## src/rtl/cpx_pkg.sv

```systemverilog
package cpx_pkg;

    // Advance code carried by every access
    typedef enum logic [1:0] {
        ADV_NONE = 2'd0,
        ADV_MAJ  = 2'd1,
        ADV_MIN  = 2'd2,
        ADV_BOTH = 2'd3
    } adv_e;

    // Access flavour
    typedef enum logic [1:0] {
        ACC_PLAIN = 2'd0,
        ACC_STIP  = 2'd1,
        ACC_WIDE  = 2'd2,
        ACC_RSVD  = 2'd3
    } kind_e;

    // Configuration register select
    typedef enum logic [2:0] {
        REG_CTRL  = 3'd0,
        REG_XCUR  = 3'd1,
        REG_YCUR  = 3'd2,
        REG_STIP  = 3'd3,
        REG_WMASK = 3'd4
    } reg_e;

    // Geometry control: bit0 major_y, bit1 major_dec, bit2 minor_dec, bit3 short frame
    typedef struct packed {
        logic short_frame;
        logic minor_dec;
        logic major_dec;
        logic major_y;
    } ctrl_t;

    localparam int CTRL_W = $bits(ctrl_t);

    // Modular step of a position by 'step' inside [0, lim)
    function automatic logic [31:0] wrap_step(
        input logic [31:0] cur,
        input logic [31:0] step,
        input logic        dec,
        input logic [31:0] lim
    );
        logic [31:0] r;
        if (dec) begin
            r = (cur >= step) ? cur - step : cur + lim - step;
        end else begin
            r = (cur + step >= lim) ? cur + step - lim : cur + step;
        end
        return r;
    endfunction

    // Stipple rotate-left by one
    function automatic logic [7:0] rotl8(input logic [7:0] v);
        return {v[6:0], v[7]};
    endfunction

endpackage

```

## src/rtl/cpx_axis.sv

```systemverilog
module cpx_axis #(
    parameter int W        = 11,
    parameter int BIG_STEP = 10
) (
    input  logic         clk,
    input  logic         rst,
    input  logic         load,
    input  logic [W-1:0] load_val,
    input  logic         adv,
    input  logic         dec,
    input  logic         big,
    input  logic [W:0]   lim,
    output logic [W-1:0] pos
);
    localparam logic [31:0] STEP_BIG = 32'(BIG_STEP);

    logic [31:0] step;
    logic [W-1:0] nxt;

    always_comb begin
        step = big ? STEP_BIG : 32'd1;
        nxt  = W'(cpx_pkg::wrap_step(32'(pos), step, dec, 32'(lim)));
    end

    always_ff @(posedge clk) begin
        if (rst) begin
            pos <= '0;
        end else if (load) begin
            pos <= load_val;
        end else if (adv) begin
            pos <= nxt;
        end
    end

    // An in-range position stays in range after a step
    AST_AXIS_IN_RANGE: assert property (@(posedge clk) disable iff (rst)
        (adv && !load && ({1'b0, pos} < lim)) |=> ({1'b0, pos} < $past(lim)))
        else $error("axis left its range");

    // Without advance or load the position holds
    AST_AXIS_HOLD: assert property (@(posedge clk) disable iff (rst)
        (!adv && !load) |=> $stable(pos))
        else $error("axis moved without advance");

    // A load always wins over an advance
    AST_AXIS_LOAD_WINS: assert property (@(posedge clk) disable iff (rst)
        load |=> (pos == $past(load_val)))
        else $error("load did not take priority");

endmodule

```

## src/rtl/cpx_regs.sv

```systemverilog
module cpx_regs #(
    parameter int PLANES = 8,
    parameter int STIP_W = 8
) (
    input  logic                  clk,
    input  logic                  rst,
    input  logic                  wr_ctrl,
    input  logic                  wr_stip,
    input  logic                  wr_mask,
    input  cpx_pkg::ctrl_t        ctrl_val,
    input  logic [STIP_W-1:0]     stip_val,
    input  logic [PLANES-1:0]     mask_val,
    input  logic                  rotate,
    output cpx_pkg::ctrl_t        ctrl,
    output logic [PLANES-1:0]     wmask,
    output logic                  gate
);
    logic [STIP_W-1:0] stip_q;

    always_ff @(posedge clk) begin
        if (rst) begin
            ctrl   <= '0;
            wmask  <= '1;
            stip_q <= '1;
        end else begin
            if (wr_ctrl) ctrl <= ctrl_val;
            if (wr_mask) wmask <= mask_val;
            if (wr_stip) begin
                stip_q <= stip_val;
            end else if (rotate) begin
                stip_q <= {stip_q[STIP_W-2:0], stip_q[STIP_W-1]};
            end
        end
    end

    assign gate = stip_q[STIP_W-1];

    // Stippled access rotates the pattern left by one
    AST_STIP_ROTATE: assert property (@(posedge clk) disable iff (rst)
        (rotate && !wr_stip) |=>
        (stip_q == {$past(stip_q[STIP_W-2:0]), $past(stip_q[STIP_W-1])}))
        else $error("stipple did not rotate");

    // No rotation and no write keeps the pattern
    AST_STIP_HOLD: assert property (@(posedge clk) disable iff (rst)
        (!rotate && !wr_stip) |=> $stable(stip_q))
        else $error("stipple changed without cause");

endmodule

```

## src/rtl/cpx_issue.sv

```systemverilog
module cpx_issue #(
    parameter int PLANES = 8,
    parameter int XW     = 11,
    parameter int YW     = 10
) (
    input  logic              clk,
    input  logic              rst,
    input  logic              fire,
    input  logic              wr,
    input  cpx_pkg::kind_e    kind,
    input  logic              gate,
    input  logic [XW-1:0]     x,
    input  logic [YW-1:0]     y,
    input  logic [PLANES-1:0] data,
    input  logic [PLANES-1:0] mask,
    output logic              mem_req,
    output logic              mem_we,
    output logic              mem_wide,
    output logic [XW-1:0]     mem_x,
    output logic [YW-1:0]     mem_y,
    output logic [PLANES-1:0] mem_data,
    output logic [PLANES-1:0] mem_mask
);
    import cpx_pkg::*;

    logic suppress;

    always_comb begin
        suppress = (kind == ACC_STIP) && !gate;
    end

    always_ff @(posedge clk) begin
        if (rst) begin
            mem_req  <= 1'b0;
            mem_we   <= 1'b0;
            mem_wide <= 1'b0;
            mem_x    <= '0;
            mem_y    <= '0;
            mem_data <= '0;
        end else begin
            mem_req  <= fire;
            mem_we   <= fire && wr && !suppress;
            mem_wide <= fire && (kind == ACC_WIDE);
            if (fire) begin
                mem_x    <= x;
                mem_y    <= y;
                mem_data <= data;
            end
        end
    end

    assign mem_mask = mask;

    // Every access yields a request on the next cycle
    AST_REQ_FOLLOWS: assert property (@(posedge clk) disable iff (rst)
        fire |=> mem_req)
        else $error("access lost");

    // Request address is the cursor value at the access edge
    AST_ADDR_OLD: assert property (@(posedge clk) disable iff (rst)
        fire |=> (mem_x == $past(x) && mem_y == $past(y)))
        else $error("address not pre-advance cursor");

    // A gated stippled access never writes
    AST_NO_GATED_WRITE: assert property (@(posedge clk) disable iff (rst)
        (fire && kind == ACC_STIP && !gate) |=> !mem_we)
        else $error("stipple gate ignored");

    // A write enable only follows a write access
    AST_WE_NEEDS_REQ: assert property (@(posedge clk) disable iff (rst)
        mem_we |-> mem_req)
        else $error("write without request");

endmodule

```

## src/rtl/cpx_access.sv

```systemverilog
module cpx_access #(
    parameter int PLANES   = 8,
    parameter int XW       = 11,
    parameter int YW       = 10,
    parameter int X_SPAN   = 1280,
    parameter int Y_TALL   = 1024,
    parameter int Y_SHORT  = 960,
    parameter int WIDE_PIX = 10,
    parameter int STIP_W   = 8
) (
    input  logic              clk,
    input  logic              rst,
    input  logic              cfg_we,
    input  logic [2:0]        cfg_sel,
    input  logic [XW-1:0]     cfg_wdata,
    input  logic              acc_valid,
    input  logic              acc_write,
    input  logic [1:0]        acc_kind,
    input  logic [1:0]        acc_adv,
    input  logic [PLANES-1:0] acc_data,
    output logic              mem_req,
    output logic              mem_we,
    output logic              mem_wide,
    output logic [XW-1:0]     mem_x,
    output logic [YW-1:0]     mem_y,
    output logic [PLANES-1:0] mem_data,
    output logic [PLANES-1:0] mem_mask,
    output logic [XW-1:0]     cur_x,
    output logic [YW-1:0]     cur_y
);
    import cpx_pkg::*;

    // Configuration values are taken from the low bits of cfg_wdata;
    // PLANES, STIP_W, YW and CTRL_W must not exceed XW.
    localparam logic [XW:0] X_LIM     = (XW + 1)'(X_SPAN);
    localparam logic [YW:0] Y_LIM_T   = (YW + 1)'(Y_TALL);
    localparam logic [YW:0] Y_LIM_S   = (YW + 1)'(Y_SHORT);

    kind_e  kind;
    adv_e   adv;
    reg_e   sel;
    ctrl_t  ctrl;
    logic [PLANES-1:0] wmask;
    logic   gate;

    logic   maj_go, min_go;
    logic   x_adv, y_adv, x_dec, y_dec, x_big;
    logic   ld_x, ld_y, wr_ctrl, wr_stip, wr_mask;
    logic [YW:0] y_lim;

    always_comb begin
        kind = kind_e'(acc_kind);
        adv  = adv_e'(acc_adv);
        sel  = reg_e'(cfg_sel);

        wr_ctrl = cfg_we && (sel == REG_CTRL);
        ld_x    = cfg_we && (sel == REG_XCUR);
        ld_y    = cfg_we && (sel == REG_YCUR);
        wr_stip = cfg_we && (sel == REG_STIP);
        wr_mask = cfg_we && (sel == REG_WMASK);

        maj_go = acc_valid && (adv == ADV_MAJ || adv == ADV_BOTH);
        min_go = acc_valid && (adv == ADV_MIN || adv == ADV_BOTH);

        x_adv = ctrl.major_y ? min_go : maj_go;
        y_adv = ctrl.major_y ? maj_go : min_go;
        x_dec = ctrl.major_y ? ctrl.minor_dec : ctrl.major_dec;
        y_dec = ctrl.major_y ? ctrl.major_dec : ctrl.minor_dec;
        x_big = (kind == ACC_WIDE) && !ctrl.major_y && maj_go;

        y_lim = ctrl.short_frame ? Y_LIM_S : Y_LIM_T;
    end

    cpx_regs #(
        .PLANES(PLANES),
        .STIP_W(STIP_W)
    ) regs_i (
        .clk      (clk),
        .rst      (rst),
        .wr_ctrl  (wr_ctrl),
        .wr_stip  (wr_stip),
        .wr_mask  (wr_mask),
        .ctrl_val (ctrl_t'(cfg_wdata[CTRL_W-1:0])),
        .stip_val (cfg_wdata[STIP_W-1:0]),
        .mask_val (cfg_wdata[PLANES-1:0]),
        .rotate   (acc_valid && kind == ACC_STIP),
        .ctrl     (ctrl),
        .wmask    (wmask),
        .gate     (gate)
    );

    cpx_axis #(
        .W        (XW),
        .BIG_STEP (WIDE_PIX)
    ) x_axis_i (
        .clk      (clk),
        .rst      (rst),
        .load     (ld_x),
        .load_val (cfg_wdata),
        .adv      (x_adv),
        .dec      (x_dec),
        .big      (x_big),
        .lim      (X_LIM),
        .pos      (cur_x)
    );

    cpx_axis #(
        .W        (YW),
        .BIG_STEP (1)
    ) y_axis_i (
        .clk      (clk),
        .rst      (rst),
        .load     (ld_y),
        .load_val (cfg_wdata[YW-1:0]),
        .adv      (y_adv),
        .dec      (y_dec),
        .big      (1'b0),
        .lim      (y_lim),
        .pos      (cur_y)
    );

    cpx_issue #(
        .PLANES (PLANES),
        .XW     (XW),
        .YW     (YW)
    ) issue_i (
        .clk      (clk),
        .rst      (rst),
        .fire     (acc_valid),
        .wr       (acc_write),
        .kind     (kind),
        .gate     (gate),
        .x        (cur_x),
        .y        (cur_y),
        .data     (acc_data),
        .mask     (wmask),
        .mem_req  (mem_req),
        .mem_we   (mem_we),
        .mem_wide (mem_wide),
        .mem_x    (mem_x),
        .mem_y    (mem_y),
        .mem_data (mem_data),
        .mem_mask (mem_mask)
    );

    // A wide major step on X moves it by the run length
    AST_WIDE_STEP: assert property (@(posedge clk) disable iff (rst)
        (x_big && !ld_x && !x_dec && ({1'b0, cur_x} + (XW + 1)'(WIDE_PIX) < X_LIM))
        |=> (cur_x == $past(cur_x) + XW'(WIDE_PIX)))
        else $error("wide step wrong");

    // Idle cycle with no cursor load keeps both cursors
    AST_IDLE_HOLD: assert property (@(posedge clk) disable iff (rst)
        (!acc_valid && !cfg_we) |=> ($stable(cur_x) && $stable(cur_y)))
        else $error("cursor drifted while idle");

endmodule

```

## config.mk

```make
export PLATFORM = sky130hd
export DESIGN_NAME = cpx_access
export DESIGN_NICKNAME = d
export VERILOG_FILES = /design/src/rtl/cpx_pkg.sv /design/src/rtl/cpx_axis.sv /design/src/rtl/cpx_regs.sv /design/src/rtl/cpx_issue.sv /design/src/rtl/cpx_access.sv
export SDC_FILE = /design/constraint.sdc
export NUM_CORES = 1
export LEC_CHECK = 0
export BUFFER_PORTS_ARGS = -buffer_cell sky130_fd_sc_hd__clkbuf_2
export CAP_MARGIN = 40
export CORE_UTILIZATION = 52
export CTS_CLUSTER_SIZE = 24
export DETAILED_ROUTE_END_ITERATION = 10
export HOLD_SLACK_MARGIN = 0.06
export PLACE_DENSITY = 0.77
export SLEW_MARGIN = 20
export SYNTH_ARGS = -nofsm -noshare
export SYNTH_HDL_FRONTEND = slang
export SYNTH_SLANG_ARGS = --single-unit
export TNS_END_PERCENT = 50
```

## constraint.sdc

```tcl
create_clock -name clk -period 3.6 [get_ports clk]
set_clock_uncertainty 0.15 [all_clocks]
set_input_delay 0.18 -clock clk [delete_from_list [all_inputs] [get_ports clk]]
set_output_delay 0.18 -clock clk [all_outputs]
set_load 0.01 [all_outputs]
```

# Word level (Yosys, flattened, before mapping)
# Cells that the tools add are included.
[word_totals] out_inout_bits=61 in_bits=31 reg_bits=73 word_cells=78
[classes] add_sub_neg=10 mux=18 order_cmp=4 reduce_logical=23 n_eq_ne=9
[ops] op="two-way mux 11 bit" count=6
[ops] op="two-way mux 10 bit" count=5
[ops] op=">= comparator 11 x 32 -> 1 bit" count=1
[ops] op=">= comparator 32 x 11 -> 1 bit, second input constant" count=1
[ops] op="subtractor 11 bit" count=2
[ops] op="subtractor 10 x 1 -> 10 bit, second input constant" count=2
[ops] op="two-way mux 8 bit" count=2
[ops] op="logical AND 1 bit" count=14
[ops] op="adder 11 x 4 -> 12 bit" count=1
[ops] op="adder 10 x 1 -> 11 bit, second input constant" count=1
[ops] op="adder 11 bit, second input constant" count=1
[ops] op=">= comparator 11 bit" count=1
[ops] op="subtractor 11 bit, second input constant" count=1
[ops] op="adder 10 bit" count=1
[ops] op=">= comparator 10 x 1 -> 1 bit, second input constant" count=1
[ops] op="subtractor 10 bit" count=1
[ops] op="== test 2 bit, second input constant" count=3
[ops] op="== test 3 x 2 -> 1 bit, second input constant" count=2
[ops] op="nonzero test 2 bit" count=3
[ops] op="== test 2 x 1 -> 1 bit, second input constant" count=2
[ops] op="two-way mux 1 bit" count=4
[ops] op="two-way mux 4 bit" count=1
[ops] op="== test 3 x 1 -> 1 bit, second input constant" count=1
[ops] op="== test 3 bit, second input constant" count=1
[ops] op="3 further kinds" count=6

# Longest topological paths before layout
# Gate-level depths: netlist of the first run.
[depth] depth_word=11 ltp_mapped=16 depth_no_buf=16

# By module
# Synthesis of the first run repeated with hierarchy kept, for this count alone.
[unflattened] hier_cells=870 area_unflattened_um2=7011.7
[modules_own_cells] module="cpx_axis (x_axis_i)" cells_per_inst=357 seq_area_each_um2=220.2 area_each_um2=2625.0 n_inst=1
[modules_own_cells] module="cpx_axis (y_axis_i)" cells_per_inst=311 seq_area_each_um2=200.2 area_each_um2=2248.4 n_inst=1
[modules_own_cells] module="cpx_issue" cells_per_inst=108 seq_area_each_um2=640.6 area_each_um2=1173.6 n_inst=1
[modules_own_cells] module="cpx_regs" cells_per_inst=74 seq_area_each_um2=400.4 area_each_um2=800.8 n_inst=1
[modules_own_cells] module="cpx_access" cells_per_inst=20 seq_area_each_um2=0.0 area_each_um2=163.9 n_inst=1

# Worst setup path before layout of the first run
# No wires, ideal clock.
[synth_timing] kind="reg-to-reg" startpoint="reg, netlist name regs_i.ctrl[0]" endpoint="reg x_axis_i.pos[10]" setup_time_ps=91 path_slack_ps=237 synth_period_minus_slack_ps=3363 arrival_time_ps=3122 t_required_ps=3359 path_stages_with_launch=15 path_buffers=2 path_cell_list="dfxtp_1 buf_2 or3_1 inv_1 ha_1 clkbuf_1 or2_2 o221a_2 xnor2_1 ha_1 inv_1 nand3_1 mux2_2 or3_1 a311oi_1"
[synth_via] elab_chain_len=10 word_cells_on_any_way=18 cone_classes="add/sub: 4; order compare: 2; mux: 8; reduce/logical: 4"
[synth_lines] element="logical NOT 1 bit" line_no="cpx_access.sv:69" text="x_big = (kind == ACC_WIDE) && !ctrl.major_y && maj_go;"
[synth_lines] element="logical AND 1 bit (2 in a row)" line_no="cpx_access.sv:69"
[synth_lines] element="two-way mux 4 bit" line_no="cpx_axis.sv:21" text="step = big ? STEP_BIG : 32'd1;"
[synth_lines] element="adder 11 x 4 -> 12 bit" line_no="cpx_pkg.sv:49" text="r = (cur + step >= lim) ? cur + step - lim : cur + step;"
[synth_lines] element=">= comparator 32 x 11 -> 1 bit / subtractor 11 bit (equally long branches)" line_no="cpx_pkg.sv:49"
[synth_lines] element="two-way mux 11 bit" line_no="cpx_pkg.sv:49"
[synth_lines] element="two-way mux 11 bit" line_no="cpx_pkg.sv:46" text="if (dec) begin"
[synth_lines] element="two-way mux 11 bit" line_no="cpx_axis.sv:30" text="end else if (adv) begin"
[synth_lines] element="two-way mux 11 bit" line_no="cpx_axis.sv:28" text="end else if (load) begin"
[synth_lines] element="end signal, assigned" line_no="cpx_axis.sv:29" text="pos <= load_val;"
[synth_lines] element="end signal, assigned" line_no="cpx_axis.sv:31" text="pos <= nxt;"
[synth_lines] element="end, declared" line_no="cpx_axis.sv:13" text="output logic [W-1:0] pos"
# Parallel ways exist; a longest one is shown, timed or not. The select of a mux whose other input is x is not followed.
# A chain may end at the register's enable or synchronous reset.

# Worst setup path after layout of the first run
[layout_timing] startpoint="reg, netlist name regs_i.ctrl[0]" endpoint="reg x_axis_i.pos[9]"
[layout_via] elab_chain_len=10 word_cells_on_any_way=18 cone_classes="add/sub: 4; order compare: 2; mux: 8; reduce/logical: 4"
[layout_lines] element="logical NOT 1 bit" line_no="cpx_access.sv:69"
[layout_lines] element="logical AND 1 bit (2 in a row)" line_no="cpx_access.sv:69"
[layout_lines] element="two-way mux 4 bit" line_no="cpx_axis.sv:21"
[layout_lines] element="adder 11 x 4 -> 12 bit" line_no="cpx_pkg.sv:49"
[layout_lines] element=">= comparator 32 x 11 -> 1 bit / subtractor 11 bit (equally long branches)" line_no="cpx_pkg.sv:49"
[layout_lines] element="two-way mux 11 bit" line_no="cpx_pkg.sv:49"
[layout_lines] element="two-way mux 11 bit" line_no="cpx_pkg.sv:46"
[layout_lines] element="two-way mux 11 bit" line_no="cpx_axis.sv:30"
[layout_lines] element="two-way mux 11 bit" line_no="cpx_axis.sv:28"
# Parallel ways exist; a longest one is shown, timed or not. The select of a mux whose other input is x is not followed.

==> out/qor.csv, run 1 <==
stage,metric,value,unit
run_status,status,"finished, final reports clean",
layout,fillers,918,
drt,vias,5672,
pwr,comb_power_share,33.2,%
timing,period_needed,3.31,ns
pwr,p_clk_share,27.9,%
logic_synthesis,ys_async_sr_fraction,0,%
min_path,min_from,rst,
clock_tree,cts.path.max_buffers,2,
drt,drt_iter0_drc,435,
drt,route.detailed.wl_per_inst,17.1,um
timing,slew_viol_final,0,
worst_setup_path,worstSetupPathType,reg2reg,
die,start_util,54.4,%
global_routing,grt_use_total,29.1,%
logic_synthesis,avgSynthCellArea,8.08,um2
global_routing,grt_pass1_vias,5342,
logic_synthesis,synthFlopType,dfxtp_1,
clock_tree,clk-insertion-delay-late,0.36,ns
drt,drc,0,
pwr,cellPowerDensity,343,nW/um2
clock_tree,cts-root-buf,clkbuf_8,
clock_tree,cts_tree,yes,
worst_setup_path,r2r_end,x_axis_i.pos[9],
worst_setup_path,r2r_cells,12,
die,die-area,11400,um2
placement,routabilityCongestion,0.970,
timing,hold_viol_final,0,
worst_setup_path,arrival,3.41,ns
layout,fin_nets,909,
global_routing,antenna_found_initial,0,
die,core_region_area,10500,um2
layout,final_common_cell,clkbuf_2,
timing,final.period_utilization,92.1,%
logic_synthesis,yosysSeqAreaShare,25.7,%
pwr,p_int,1500,uW
worst_setup_path,crit_path_max_fanout,7,
clock_tree,cts_sinks,73,
pwr,swShare,35.3,%
worst_setup_path,crit_slowest_cell,fa_1,
layout,syn_to_final_growth,19.0,%
worst_setup_path,ff2ff_setup_slack,0.29,ns
timing,worst_pin_slew,0.739,ns
worst_setup_path,cp.required,3.70,ns
layout,drive_above_1_share,18.0,%
global_routing,grt_start_max_net_pins,40,
worst_setup_path,crit_path_end_kind,flip-flop,
clock_tree,postCtsSetupBuffers,0,
logic_synthesis,syn-cell-area,5690,um2
die,die_w,107,um
timing,finalSetupViolCount,0,
drt,ant_nets,0,
drt,wirelength,16.4,mm
layout,mostFrequentLayoutCells,"clkbuf_2 (91), nor2_1 (79), dfxtp_1 (73)",
clock_tree,path_clk_slew,0.08,ns
timing,rsz0062_at_grt,false,
global_routing,overflow,0,
placement,dpl.hpwl,11.9,mm
min_path,hold_class,in2reg,
die,rows,37,
worst_setup_path,crit_path_start_kind,flip-flop,
pwr,ir_worst_vdd,0.182,mV
pwr,total_leakage_power,0.00304,uW
die,die_h,107,um
worst_setup_path,cp_slowest_stage_delay,0.50,ns
pwr,pwr-share-seq,38.9,%
logic_synthesis,syn_inst,705,
job,drv_cap,0,
timing,fin_setup_tns,0,ns
min_path,holdPathEnd,issue_i.mem_y[4],
drt,drt_pass1_iterations,5,
worst_setup_path,crit_chain,"or3_4, fa_1, nor3b_2, o211ai_1, xnor2_1, inv_1, ha_1, nand4b_1, a221oi_1, a21oi_1, o21a_1, o221a_2",
logic_synthesis,yosysWarnings,0,
clock_tree,cts-htree-levels,3,
placement,port_buffers,91,
logic_synthesis,synth-edff-count,0,
logic_synthesis,ys_ff_latch,73,
layout,antenna_cells,0,
timing,slew_headroom,49.5,%
timing,timing.fmax,302,MHz
die,io-pin-count,92,
drt,vias_per_cell,5.93,
timing,hold_slack,0.102,ns
logic_synthesis,syn_nets,798,
pwr,p_sw,822,uW
min_path,worstHoldPathCells,3,
worst_setup_path,r2r_start,regs_i.ctrl[0],
clock_tree,cts_buffers,9,
logic_synthesis,synth_cell_types,69,
global_routing,grt_pass1_wl,26.1,mm
## worst max path at each step
stage	startpoint	to	slack (ns)
after floorplan	regs_i.ctrl[0]	x_axis_i.pos[10]	0.24
after global placement	acc_kind[0]	x_axis_i.pos[9]	0.18
after detailed placement	acc_kind[0]	x_axis_i.pos[9]	0.10
after CTS	regs_i.ctrl[0]	x_axis_i.pos[9]	0.21
after global routing	regs_i.ctrl[0]	x_axis_i.pos[9]	0.08
final	regs_i.ctrl[0]	x_axis_i.pos[9]	0.29
## synth_stat cells (3+ instances only)
master | number | area [um2]
inv_1 | 46 | 173
mux2_2 | 6 | 67.6
nand2b_1 | 15 | 93.8
o221ai_1 | 4 | 35.0
or3_1 | 13 | 81.3
mux2i_1 | 39 | 390
and2_1 | 4 | 25.0
nand2_1 | 62 | 233
a31oi_1 | 6 | 37.5
o211ai_1 | 12 | 90.1
nand4b_1 | 3 | 26.3
a2111oi_0 | 4 | 35.0
fa_1 | 6 | 120
a21o_1 | 6 | 45.0
a21oi_1 | 27 | 135
nor4_1 | 3 | 18.8
xor2_1 | 10 | 87.6
o22ai_1 | 3 | 18.8
buf_2 | 4 | 20.0
o311a_1 | 3 | 30.0
or2_2 | 3 | 18.8
xnor2_1 | 23 | 201
buf_1 | 3 | 11.3
o21ai_0 | 21 | 105
nor2_1 | 79 | 297
nor3_1 | 19 | 95.1
a311o_1 | 5 | 50.1
ha_1 | 56 | 701
nand3b_1 | 9 | 67.6
a211oi_1 | 13 | 97.6
a311oi_1 | 4 | 35.0
nor2b_1 | 7 | 43.8
o311ai_0 | 4 | 35.0
and3_1 | 6 | 37.5
or4_1 | 3 | 22.5
clkbuf_1 | 31 | 116
nand4_1 | 6 | 37.5
nand3_1 | 23 | 115
dfxtp_1 | 73 | 1460
## repair_timing
action | in CTS | in global routing
gates resized for setup | 0 | 1
endpoints found under the setup margin | 0 | 1
hold buffers | 20 | 0
endpoints found under the hold margin | 37 | 0
## worst max-delay path, delay by kind of cell, from the launching register on
| family | cells | cell delay (ns) |
|---|---|---|
| compound gates | 5 | 1.05 |
| xor+xnor | 1 | 0.18 |
| fa+ha+maj | 2 | 0.64 |
| buf+inv | 1 | 0.09 |
| flops | 1 | 0.32 |
| simple gates | 3 | 0.78 |
## layer usage
layer / wire (um) / up-vias / GRT usage (%)
li1: - / 2727 / -
met3: 995 / 36 / 3.77
met5: 0 / - / 0
met2: 8190 / 212 / 51.0
met1: 6750 / 2697 / 35.7
met4: 455 / 0 / 12.0
## state kept, by name (all words and copies together) (netlist names), 4 cells and up
name              count
y_axis_i.pos         10
x_axis_i.pos         11
regs_i.wmask          8
issue_i.mem_y        10
regs_i.ctrl           4
issue_i.mem_data      8
regs_i.stip_q         8
issue_i.mem_x        11
## kinds of logic (layout without fill, tap and decap cells)
group	after synthesis	in the layout	share of synthesized area (%)
xor+xnor	33	33	5.08
compound gates	141	141	17.8
mux	45	45	8.04
buf+inv	84	200	5.63
fa+ha+maj	62	62	14.4
simple gates	267	267	23.4
flops	73	73	25.7
## cell type report
cell class / instances / area [um2] / area share (%)
tap: 136 / 170 / 2.51
clock buffer: 11 / 131 / 1.94
multi-input combinational: 548 / 3920 / 57.8
sequential: 73 / 1460 / 21.6
clock inverter: 5 / 56.3 / 0.831
inverter: 46 / 173 / 2.55
timing repair buffer: 138 / 865 / 12.8
## stage by stage
stage               utilization (%)  setup slack [ns]  cell area, um2  total power [uW]  instances
floorplan                         -             0.237            5690              1440        705
global placement               60.7             0.182            6350              1640        918
detailed placement             60.8             0.102            6360              1660        919
CTS                            64.5             0.207            6740              2320        955
global route                   64.7            0.0802            6770              2460        957
finish                         64.7             0.286            6770              2330        957
## power groups by stage
stage | registers (uW) | logic (uW) | clock network (uW)
floorplan | 924 | 515 | 0
global placement | 920 | 718 | 0
detailed placement | 922 | 741 | 0
CTS | 903 | 762 | 654
global route | 910 | 857 | 691
finish | 905 | 772 | 650
Note: power is estimated with default switching activity, not from simulation.
==> run 2, diff against run 1 <==
--- a/config.mk
+++ b/config.mk
@@ -5,6 +5,7 @@
 export SDC_FILE = /design/constraint.sdc
 export NUM_CORES = 1
 export LEC_CHECK = 0
+export ABC_CLOCK_PERIOD_IN_PS = 3600
 export BUFFER_PORTS_ARGS = -buffer_cell sky130_fd_sc_hd__clkbuf_2
 export CAP_MARGIN = 40
 export CORE_UTILIZATION = 52
@@ -12,8 +13,8 @@
 export DETAILED_ROUTE_END_ITERATION = 10
 export HOLD_SLACK_MARGIN = 0.06
 export PLACE_DENSITY = 0.77
+export SETUP_SLACK_MARGIN = 0.4
 export SLEW_MARGIN = 20
 export SYNTH_ARGS = -nofsm -noshare
 export SYNTH_HDL_FRONTEND = slang
 export SYNTH_SLANG_ARGS = --single-unit
-export TNS_END_PERCENT = 50
==> run 2 against run 1 <==
Compared with the run above: die area unchanged; utilization up 0.86 points; register-to-register slack better by 0.11 ns; cell count unchanged; sequential power up 0.6%; first-iteration DRC count up 20%; critical path type unchanged; hold slack worse by 0.016 ns.
==> out/qor.csv, run 2 (synthesis results as in run 1) <==
stage,metric,value,unit,change
run_status,status,"finished, final reports clean",,
layout,final_common_cell,clkbuf_2,,
clock_tree,cts-htree-levels,3,,unchanged
placement,port_buffers,91,,unchanged
global_routing,grt_start_max_net_pins,37,,-7.5%
timing,hold_viol_final,0,,unchanged
pwr,total_leakage_power,0.00308,uW,+1.1%
timing,slew_viol_final,0,,unchanged
layout,largest_registers,"issue_i.mem_x x11, x_axis_i.pos x11",,
timing,period_needed,3.21,ns,-0.108 ns
clock_tree,cts.path.max_buffers,2,,unchanged
pwr,cellPowerDensity,341,nW/um2,-0.57%
placement,dpl.hpwl,12.0,mm,+0.49%
clock_tree,cts_sinks,73,,unchanged
worst_setup_path,worstSetupPathType,reg2reg,,
clock_tree,path_clk_slew,0.09,ns,about the same
clock_tree,cts_buffers,9,,unchanged
job,drv_cap,0,,unchanged
timing,fin_setup_tns,0,ns,unchanged
die,start_util,54.4,%,unchanged
layout,final_cells,957,,unchanged
worst_setup_path,ff2ff_setup_slack,0.39,ns,+0.11 ns
global_routing,grt_pass1_vias,5529,,+3.5%
placement,routabilityCongestion,0.945,,-2.5%
die,die_w,107,um,unchanged
layout,mostFrequentLayoutCells,"clkbuf_2 (91), nor2_1 (79), dfxtp_1 (70)",,
timing,rsz0062_at_grt,true,,
global_routing,grt_pass1_wl,26.4,mm,+1.1%
layout,syn_to_final_growth,20.5,%,
global_routing,overflow,0,,unchanged
worst_setup_path,crit_path_start_kind,flip-flop,,
drt,route.detailed.wl_per_inst,17.6,um,+3.0%
clock_tree,cts-root-buf,clkbuf_8,,
placement,placedCellCount,914,,-0.54%
drt,drt_iter0_drc,521,,+20%
global_routing,grt_use_total,29.2,%,+0.15 points
worst_setup_path,crit_path_end_kind,flip-flop,,
drt,drt_pass1_iterations,5,,unchanged
timing,final.period_utilization,89.0,%,-3.0 points
pwr,ir_worst_vdd,0.213,mV,+17%
die,io-pin-count,92,,unchanged
drt,drc,0,,unchanged
die,core_region_area,10500,um2,unchanged
worst_setup_path,arrival,3.33,ns,-0.08 ns
timing,worst_pin_slew,0.982,ns,+0.243 ns
worst_setup_path,crit_path_max_fanout,6,,-1
die,die_h,107,um,unchanged
worst_setup_path,cp.required,3.72,ns,+0.02 ns
timing,timing.fmax,312,MHz,+3.4%
timing,finalSetupViolCount,0,,unchanged
die,die-area,11400,um2,unchanged
die,rows,37,,unchanged
layout,finish.utilization,65.6,%,+0.86 points
layout,fillers,888,,-3.3%
drt,wirelength,16.9,mm,+3.0%
timing,worst_slack,0.394,ns,+0.108 ns
layout,drive_above_1_share,20.5,%,+2.4 points
layout,antenna_cells,0,,unchanged
global_routing,antenna_found_initial,0,,unchanged
timing,slew_headroom,32.7,%,-17 points
drt,vias,5801,,+2.3%
drt,ant_nets,0,,unchanged
drt,vias_per_cell,6.06,,+2.3%
layout,fin_nets,910,,+0.11%
placement,preCtsSetupSlack,0.220,ns,+0.118 ns
clock_tree,clk-insertion-delay-late,0.37,ns,about the same
min_path,hold_class,in2reg,,
clock_tree,cts_tree,yes,,
[run 2: final cells by class]
class	instances	area (um2)	share of cell area [%]
Clock buffer	10	128	1.86
Clock inverter	5	57.6	0.838
Inverter	46	173	2.52
Multi-Input combinational cell	548	4010	58.4
Sequential cell	73	1470	21.4
Tap cell	136	170	2.48
Timing Repair Buffer	139	860	12.5
[run 2: power breakdown]
part / internal, uW / leakage [uW] / switching [uW]
Sequential: 852 / 0.000598 / 58.5
Combinational: 341 / 0.00240 / 451
Clock: 315 / 0.0000844 / 327
[run 2: timing repair]
action / 4_1_cts / 5_1_grt
pin swaps: 1 / 8
buffers inserted: 1 / 8
endpoints found under the hold margin: 36 / 0
gates resized for setup: 2 / 18
setup endpoints to repair: 3 / 8
hold buffers: 19 / 0
[run 2: critical path, stage by stage, from the launching register on]
cell and delay [ns]:
dfxtp_2 0.33, or3_4 0.38, buf_4 0.16, ha_1 0.32, nor2b_2 0.18, o221a_2 0.27
xnor2_1 0.11, ha_1 0.23, inv_2 0.08, nand3_1 0.07, mux2_2 0.27, or3_1 0.32
a311oi_2 0.25
[run 2: final timing paths]
| kind | end | depth (start not counted) | from |
|---|---|---|---|
| worst max-delay path | x_axis_i.pos[10] | 12 | regs_i.ctrl[0] |
| worst min-delay path | regs_i.wmask[7] | 3 | cfg_wdata[7] |
| worst max register to register | x_axis_i.pos[10] | 12 | regs_i.ctrl[0] |
| worst min register to register | regs_i.wmask[0] | 2 | regs_i.wmask[0] |
[run 2: stage by stage]
step | hold WS (ns) | power, uW | cell area, um2
floorplan | 0.151 | 1440 | 5720
global placement | 0.267 | 1630 | 6340
detailed placement | 0.271 | 1660 | 6340
CTS | 0.0718 | 2310 | 6740
global route | 0.102 | 2470 | 6860
finish | 0.0864 | 2340 | 6860
[run 2: routing by layer]
layer / wire (um) / GRT usage [%] / part of all wire [%]
met1: 6800 / 34.8 / 40
met2: 8430 / 51.3 / 50
met3: 1070 / 4.07 / 6.4
met4: 567 / 14.3 / 3.4
met5: 0 / 0 / 0
